--- src/rtl/dcl_pkg.sv ---
package dcl_pkg;

    typedef enum logic [1:0] {
        ST_IDLE  = 2'd0,
        ST_FETCH = 2'd1,
        ST_RUN   = 2'd2,
        ST_NEXT  = 2'd3
    } dcl_state_e;

    localparam int REC_WORDS = 8;
    localparam int REC_IDX_W = $clog2(REC_WORDS);

    // word positions inside one record (fetch order)
    localparam logic [REC_IDX_W-1:0] WI_SRC  = 3'd0;
    localparam logic [REC_IDX_W-1:0] WI_DST  = 3'd1;
    localparam logic [REC_IDX_W-1:0] WI_LEN  = 3'd2;
    localparam logic [REC_IDX_W-1:0] WI_WRAP = 3'd3;
    localparam logic [REC_IDX_W-1:0] WI_WTO  = 3'd4;
    localparam logic [REC_IDX_W-1:0] WI_CTRL = 3'd5;
    localparam logic [REC_IDX_W-1:0] WI_LINK = 3'd6;

    localparam int CTRL_STOP_BIT = 0;

endpackage

--- src/rtl/dcl_fetch.sv ---
module dcl_fetch
    import dcl_pkg::*;
#(
    parameter int AW    = 32,
    parameter int BYTES = 4
) (
    input  logic                 clk,
    input  logic                 rst_n,
    input  logic                 clear,
    input  logic                 in_fetch,
    input  logic [AW-1:0]        base_addr,
    input  logic                 rd_ack,
    input  logic                 rd_err,
    output logic [AW-1:0]        rd_addr,
    output logic [REC_IDX_W-1:0] word_idx,
    output logic                 word_take,
    output logic                 last_take
);

    localparam int BSH = $clog2(BYTES);

    typedef struct packed {
        logic [REC_IDX_W-1:0] idx;
    } fetch_reg_t;

    fetch_reg_t r_d, r_q;

    always_comb begin
        r_d       = r_q;
        word_take = in_fetch && rd_ack && !rd_err;
        last_take = word_take && (r_q.idx == REC_IDX_W'(REC_WORDS - 1));
        if (clear) begin
            r_d.idx = '0;
        end else if (word_take) begin
            r_d.idx = r_q.idx + 1'b1;
        end
        word_idx = r_q.idx;
        rd_addr  = base_addr + (AW'(r_q.idx) << BSH);
    end

    always_ff @(posedge clk or negedge rst_n) begin
        if (!rst_n) begin
            r_q <= '0;
        end else begin
            r_q <= r_d;
        end
    end

    AST_ADDR_HOLD: assert property (@(posedge clk) disable iff (!rst_n)
        in_fetch && !rd_ack && !clear |=> $stable(rd_addr));

endmodule

--- src/rtl/dcl_src_addr.sv ---
module dcl_src_addr #(
    parameter int AW    = 32,
    parameter int BYTES = 4
) (
    input  logic          clk,
    input  logic          rst_n,
    input  logic          load,
    input  logic [AW-1:0] load_val,
    input  logic          step,
    input  logic [AW-1:0] wrap_addr,
    input  logic [AW-1:0] wrap_to,
    output logic [AW-1:0] addr
);

    typedef struct packed {
        logic [AW-1:0] addr;
    } src_reg_t;

    src_reg_t r_d, r_q;

    always_comb begin
        r_d = r_q;
        if (load) begin
            r_d.addr = load_val;
        end else if (step) begin
            if (r_q.addr == wrap_addr) begin
                r_d.addr = wrap_to;
            end else begin
                r_d.addr = r_q.addr + AW'(BYTES);
            end
        end
        addr = r_q.addr;
    end

    always_ff @(posedge clk or negedge rst_n) begin
        if (!rst_n) begin
            r_q <= '0;
        end else begin
            r_q <= r_d;
        end
    end

    AST_WRAP_REDIRECT: assert property (@(posedge clk) disable iff (!rst_n)
        step && !load && (addr == wrap_addr) |=> addr == $past(wrap_to));

    AST_SRC_STEP: assert property (@(posedge clk) disable iff (!rst_n)
        step && !load && (addr != wrap_addr) |=> addr == $past(addr) + AW'(BYTES));

endmodule

--- src/rtl/desc_chain_loader.sv ---
module desc_chain_loader
    import dcl_pkg::*;
#(
    parameter int AW    = 32,
    parameter int DW    = 32,
    parameter int LEN_W = 16
) (
    input  logic             clk,
    input  logic             rst_n,
    input  logic             start,
    input  logic [AW-1:0]    list_ptr,
    output logic             rd_req,
    output logic [AW-1:0]    rd_addr,
    input  logic             rd_ack,
    input  logic [DW-1:0]    rd_data,
    input  logic             rd_err,
    input  logic             beat,
    output logic [AW-1:0]    xfer_src,
    output logic [AW-1:0]    xfer_dst,
    output logic [LEN_W-1:0] xfer_remaining,
    output logic             xfer_active,
    output logic             xfer_start,
    output logic             list_done,
    output logic             load_err
);

    localparam int BYTES = DW / 8;

    typedef struct packed {
        dcl_state_e       st;
        logic [AW-1:0]    ptr;
        logic [AW-1:0]    dst;
        logic [AW-1:0]    wrap;
        logic [AW-1:0]    wto;
        logic [AW-1:0]    link;
        logic             stop;
        logic [LEN_W-1:0] rem;
        logic             xstart;
        logic             ldone;
        logic             err;
    } ctl_reg_t;

    ctl_reg_t c_d, c_q;

    logic                 fetch_clear;
    logic                 src_step;
    logic                 src_load;
    logic [REC_IDX_W-1:0] word_idx;
    logic                 word_take;
    logic                 last_take;

    dcl_fetch #(
        .AW    (AW),
        .BYTES (BYTES)
    ) u_fetch (
        .clk       (clk),
        .rst_n     (rst_n),
        .clear     (fetch_clear),
        .in_fetch  (c_q.st == ST_FETCH),
        .base_addr (c_q.ptr),
        .rd_ack    (rd_ack),
        .rd_err    (rd_err),
        .rd_addr   (rd_addr),
        .word_idx  (word_idx),
        .word_take (word_take),
        .last_take (last_take)
    );

    assign src_load = word_take && (word_idx == WI_SRC);

    dcl_src_addr #(
        .AW    (AW),
        .BYTES (BYTES)
    ) u_src (
        .clk       (clk),
        .rst_n     (rst_n),
        .load      (src_load),
        .load_val  (rd_data[AW-1:0]),
        .step      (src_step),
        .wrap_addr (c_q.wrap),
        .wrap_to   (c_q.wto),
        .addr      (xfer_src)
    );

    always_comb begin
        c_d         = c_q;
        c_d.xstart  = 1'b0;
        c_d.ldone   = 1'b0;
        fetch_clear = 1'b0;
        src_step    = 1'b0;
        unique case (c_q.st)
            ST_IDLE: begin
                if (start) begin
                    c_d.st      = ST_FETCH;
                    c_d.ptr     = list_ptr;
                    c_d.err     = 1'b0;
                    fetch_clear = 1'b1;
                end
            end
            ST_FETCH: begin
                if (rd_ack && rd_err) begin
                    c_d.err = 1'b1;
                    c_d.st  = ST_IDLE;
                end else if (word_take) begin
                    unique case (word_idx)
                        WI_DST:  c_d.dst  = rd_data[AW-1:0];
                        WI_LEN:  c_d.rem  = rd_data[LEN_W-1:0];
                        WI_WRAP: c_d.wrap = rd_data[AW-1:0];
                        WI_WTO:  c_d.wto  = rd_data[AW-1:0];
                        WI_CTRL: c_d.stop = rd_data[CTRL_STOP_BIT];
                        WI_LINK: c_d.link = rd_data[AW-1:0];
                        default: ;
                    endcase
                    if (last_take) begin
                        c_d.st     = ST_RUN;
                        c_d.xstart = 1'b1;
                    end
                end
            end
            ST_RUN: begin
                if (c_q.rem == '0) begin
                    c_d.st = ST_NEXT;
                end else if (beat) begin
                    src_step = 1'b1;
                    c_d.rem  = c_q.rem - 1'b1;
                    c_d.dst  = c_q.dst + AW'(BYTES);
                end
            end
            ST_NEXT: begin
                if (c_q.stop) begin
                    c_d.st    = ST_IDLE;
                    c_d.ldone = 1'b1;
                end else begin
                    c_d.st      = ST_FETCH;
                    c_d.ptr     = c_q.link;
                    fetch_clear = 1'b1;
                end
            end
            default: c_d.st = ST_IDLE;
        endcase
    end

    always_ff @(posedge clk or negedge rst_n) begin
        if (!rst_n) begin
            c_q <= '0;
        end else begin
            c_q <= c_d;
        end
    end

    assign rd_req         = (c_q.st == ST_FETCH);
    assign xfer_active    = (c_q.st == ST_RUN);
    assign xfer_dst       = c_q.dst;
    assign xfer_remaining = c_q.rem;
    assign xfer_start     = c_q.xstart;
    assign list_done      = c_q.ldone;
    assign load_err       = c_q.err;

    AST_START_LOADED: assert property (@(posedge clk) disable iff (!rst_n)
        xfer_start |-> xfer_active && !rd_req);

    AST_REMAIN_DEC: assert property (@(posedge clk) disable iff (!rst_n)
        xfer_active && beat && (xfer_remaining != '0)
        |=> (xfer_remaining == $past(xfer_remaining) - 1'b1)
            && (xfer_dst == $past(xfer_dst) + AW'(BYTES)));

    AST_DONE_QUIET: assert property (@(posedge clk) disable iff (!rst_n)
        list_done |-> !xfer_active && !rd_req);

    AST_ERR_ABORT: assert property (@(posedge clk) disable iff (!rst_n)
        rd_req && rd_ack && rd_err |=> load_err && !rd_req && !xfer_active);

    AST_NO_RETRIGGER: assert property (@(posedge clk) disable iff (!rst_n)
        (c_q.st == ST_FETCH || c_q.st == ST_RUN) |=> $stable(c_q.ptr));

    AST_IDLE_HOLD: assert property (@(posedge clk) disable iff (!rst_n)
        (c_q.st == ST_IDLE) && !start
        |=> $stable(xfer_src) && $stable(xfer_dst) && $stable(xfer_remaining));

endmodule

--- config.mk ---
export PLATFORM = sky130hd
export DESIGN_NAME = desc_chain_loader
export DESIGN_NICKNAME = d
export VERILOG_FILES = /design/src/rtl/dcl_pkg.sv /design/src/rtl/dcl_fetch.sv /design/src/rtl/dcl_src_addr.sv /design/src/rtl/desc_chain_loader.sv
export SDC_FILE = /design/constraint.sdc
export NUM_CORES = 1
export LEC_CHECK = 0
export BUFFER_PORTS_ARGS = -buffer_cell sky130_fd_sc_hd__buf_2
export CORE_ASPECT_RATIO = 0.9
export CORE_MARGIN = 2
export CORE_UTILIZATION = 25
export CTS_CLUSTER_SIZE = 40
export DETAILED_ROUTE_END_ITERATION = 10
export GPL_TIMING_DRIVEN = 1
export HOLD_SLACK_MARGIN = 0.06
export MAX_ROUTING_LAYER = met4
export SETUP_SLACK_MARGIN = 0.05
export SYNTH_ARGS = -nofsm -noshare
export SYNTH_HDL_FRONTEND = slang
export SYNTH_SLANG_ARGS = --single-unit
--- constraint.sdc ---
create_clock -name clk -period 7.7 [get_ports clk]
set_input_delay 1.54 -clock clk [delete_from_list [all_inputs] [get_ports clk]]
set_output_delay 1.54 -clock clk [all_outputs]
set_load 0.02 [all_outputs]
# Word-level counts from Yosys, hierarchy flattened
# Cells that the tools add are included.
# totals
register_bits,217
input_bits,70
output_inout_bits,117
word_cells,106
# classes
add_sub_neg,5
n_eq_ne,23
mux,41
n_bitwise,1
reduce_logical,23
# ops
cell,n
32-bit two-way mux,10
146-bit two-way mux,2
32-bit case mux with 2 select lines,2
"32-bit by 3-bit adder with 32-bit output, second input constant",2
16-bit two-way mux,3
34-bit two-way mux,1
32-bit by 5-bit adder with 32-bit output,1
32-bit == test,1
16-bit case mux with 2 select lines,1
4-bit AND reduction,5
"2-bit != test, second input constant",9
16-bit zero test,1
"16-bit by 1-bit subtractor with 16-bit output, second input constant",1
1-bit two-way mux,13
"3-bit == test, second input constant",4
6-bit AND reduction,2
2-bit nonzero test,5
2-bit two-way mux,4
2-bit case mux with 4 select lines,1
"3-bit by 2-bit == test with 1-bit output, second input constant",2
3-bit two-way mux,2
"3-bit != test, second input constant",2
3-bit AND reduction,2
1-bit logical AND,5
10 further kinds,12

# Logic depth before layout (Yosys ltp)
# depth
ltp_word,8
depth_mapped,10
mapped_depth_nobuf,8

# Hierarchy
# From an unflattened synthesis, not the netlist that was laid out.
# unflattened
hier_cells,1253
hier_area_um2,12628.4
# by_module_without_submodules
module,n_inst,cells_per_inst,area_each_um2,seq_area_each_um2
desc_chain_loader,1,808,8993.6,4554.4
dcl_src_addr,1,332,2788.9,800.8
dcl_fetch,1,113,845.8,75.1

# Worst setup path after synthesis
# No wires, ideal clock.
# synth_path
path_kind,register to output
start,"register u_fetch.r_q, in the netlist u_fetch.word_idx[1]"
end,output rd_addr[31]
arrival_ns,2.379
required_time_ns,6.160
slack_ns,3.781
stages_incl_launch_ff,8
path_buffers,0
cell_sequence,dfrtp_1 ha_1 a21o_1 a21oi_2 or4b_4 or3_4 nor3_2 xor2_1
# synth_via
elab_chain_len,1
# synth_lines
item,line,source
start: declaration,dcl_fetch.sv:26,"fetch_reg_t r_d, r_q;"
start signal: assignment,dcl_fetch.sv:45,r_q <= r_d;
32-bit by 5-bit adder with 32-bit output,dcl_fetch.sv:38,rd_addr = base_addr + (AW'(r_q.idx) << BSH);
end: declaration,desc_chain_loader.sv:13,"output logic [AW-1:0] rd_addr,"
# Every way passes these cells.

# Worst setup path after layout
# layout_path
start,"register u_fetch.r_q, in the netlist u_fetch.word_idx[2]"
end,output rd_addr[26]
# Same word-level chain as after synthesis.

==> impl_metrics.csv <==
group,metric,value,unit
logic_synthesis,synth_cells,1216,
clock_network,post-cts-setup-buffers,0,
route,ant_nets,0,
clock_network,root_buffer,"clkbuf_16",
logic_synthesis,synth_area,0.0121,mm2
power_and_ir_drop,irDropWorstVdd,0.000183,V
sta,hold_viol,0,
outcome,status,"finished clean",
clock_network,clk_latency,0.56,ns
global_routing,grt_pass1_wl,60.3,mm
route,drt_pre_antenna_iters,5,
sta,fin_skew,0.0237,ns
layout,area_growth,16.8,%
clock_network,htreeDepth,1,
sta,fin_setup_tns,0,ns
global_routing,antenna_found_initial,4,
sta,slew_headroom,0.205,
sta,setup_viol,0,
global_routing,grt_overflow,0,
global_routing,grt_pass1_vias,9496,
critical_path,critPathBufInv,1,
clock_network,numCtsBuffers,26,
critical_path,worstSetupEndpointType,"output port",
route,drt_iter0_markers,768,
die,die_area,0.0503,mm2
die,core_region_area,0.0479,mm2
critical_path,critical_path.max_fanout,9,
clock_network,cts_tree,"yes",
critical_path,cp.required,6.16,ns
die,fp.dieH,213,um
logic_synthesis,ys_seq_area_frac,0.447,
layout,drive_gt1_frac,0.267,
route,routed_wl,40.1,mm
logic_synthesis,synth_cell_type_count,64,
clock_network,ctsHoldBuffers,0,
critical_path,critical_path.startpoint_type,"flop",
critical_path,critPathTopFamily,"simple AND/OR/NAND/NOR gates",
critical_path,crit_type,"flop to output port",
route,dr_total_vias,9885,
logic_synthesis,ys.flop_type,"dfrtp_1",
run,cap_violations,0,
sta,post-route-period-util,0.675,
critical_path,slowest_stage,"nor3b_1",
layout,nNetsFinal,1415,
route,routedWlPerCell,20.4,um
worst_hold_path,hold_class,"flop to flop",
global_routing,groute.usage.overall,0.161,
sta,fin_crit,5.20,ns
power_and_ir_drop,power_leakage,6.40,nW
route,drc,0,
sta,max_freq,192,MHz
clock_network,ctsResizeCount,0,
power_and_ir_drop,cellPowerDensity,426,mW/mm2
layout,multi_input_area,0.00602,mm2
layout,layout_commonest_cell,"dfrtp_1",
logic_synthesis,ys_warn_count,0,
place,numPortBuffers,186,
layout,final_cell_mix,"217 x dfrtp_1, 185 x buf_2, 100 x mux2_2, 95 x nand2_1, 84 x nor2_1",
critical_path,crit_chain,"ha_1, a21o_1, nor3b_1, nand4_1, nor2_1, nand3_1, xnor2_1, buf_2",
die,io_pins,187,
layout,n_fill_cell,5064,
die,row_count,76,
logic_synthesis,synth_nets,1304,
logic_synthesis,syn_area_per_cell,9.98,um2
logic_synthesis,synth_edf_count,0,
logic_synthesis,ys_ff_latch,217,
critical_path,arrival,3.66,ns
logic_synthesis,async_flop_share,1.00,
sta,slew_viol_final,0,
place,dp_hpwl,28.6,mm
clock_network,cts.sinks,217,
clock_network,clk_pin_slew,0.06,ns
global_routing,grt_max_degree,83,
route,avgViaCountPerCell,5.02,
place,finalWeightedCongestion,0.841,
die,start_util,0.253,
critical_path,slowest_delay,0.69,ns
die,die_w,236,um
clock_network,clockBufferDepth,3,
power_and_ir_drop,total_power,0.00603,W
sta,rsz0062_at_grt,"no",
layout,seqCellArea,0.00543,mm2
sta,worst_slew_pin_slew,1.18,ns
## worst paths after layout
check,cells after the start,startpoint,endpoint,slack (ns)
min in group asynchronous,1,rst_n,xfer_dst[27],0.97
hold / removal,1,c_q[52],c_q[52],0.50
setup reg to reg,7,xfer_remaining[0],u_src.addr[17],4.48
max in group asynchronous,2,rst_n,xfer_dst[29],5.17
hold reg to reg,1,c_q[52],c_q[52],0.50
setup / recovery,8,u_fetch.word_idx[2],rd_addr[26],2.50
## synthesized netlist by cell type, drive strengths merged, types with 39 or more instances
| master | instances | area [um2] |
|---|---|---|
| a21oi | 71 | 359 |
| buf | 67 | 447 |
| clkbuf | 50 | 188 |
| dfrtp | 217 | 5430 |
| mux2 | 100 | 1130 |
| mux2i | 59 | 591 |
| nand2 | 95 | 357 |
| nand3 | 67 | 335 |
| nor2 | 85 | 322 |
| o21ai | 53 | 265 |
| xnor2 | 39 | 342 |
| xor2 | 50 | 438 |
## area by class of cell
cell class / instances / share of cell area
Sequential cell: 217 / 0.383
Clock buffer: 35 / 0.0525
Inverter: 20 / 0.00530
Timing Repair Buffer: 200 / 0.0738
Clock inverter: 7 / 0.00521
Antenna cell: 3 / 0.000530
Tap cell: 624 / 0.0551
Multi-Input combinational cell: 862 / 0.425
## through the flow
stage	area (um2)	hold WS, ns	worst slack (ns)	cells	util
2_1_floorplan	12100	0.471	3.78	1216	-
3_3_place_gp	13400	0.481	3.25	1923	0.279
3_5_place_dp	13400	0.484	3.07	1923	0.279
4_1_cts	14200	0.498	2.48	1965	0.296
5_1_grt	14200	0.518	2.34	1968	0.296
6_report	14200	0.496	2.50	1968	0.296
## state kept, by name (all words and copies together), names as in the netlist, named ones only
signal	cells
c_q	130
list_done	1
load_err	1
u_fetch.word_idx	3
u_src.addr	32
xfer_dst	32
xfer_remaining	16
xfer_start	1
## worst reg2reg max path: cells and delay by family, from the launching register on
family | cells | cell delay [ns]
compound gates | 1 | 0.21
fa+ha+maj | 1 | 0.22
buf+inv | 1 | 0.11
flops | 1 | 0.46
simple gates | 4 | 2.08
## cell families after synthesis
kind of cell,Yosys count,synth area share
buffers and inverters,137,0.0584
xor gates and xnor gates,89,0.0642
DFF,217,0.447
muxes,159,0.141
adders and majority gates,18,0.0192
and+or+nand+nor,381,0.157
AOI/OAI and AO/OA,215,0.112
## metal layers
metal	vias up	global-route usage	wire, um
met5	-	-	0
met4	0	0.0354	861
met3	49	0.0415	2770
met2	291	0.253	18600
met1	4992	0.209	17900
li1	4553	-	-
## report_power, final
part	internal [W]	switching, W
Combinational	0.00102	0.00160
Sequential	0.00164	0.000565
Clock	0.000704	0.000497
Total	0.00337	0.00266
No activity file was read; power rests on OpenSTA's default activity.
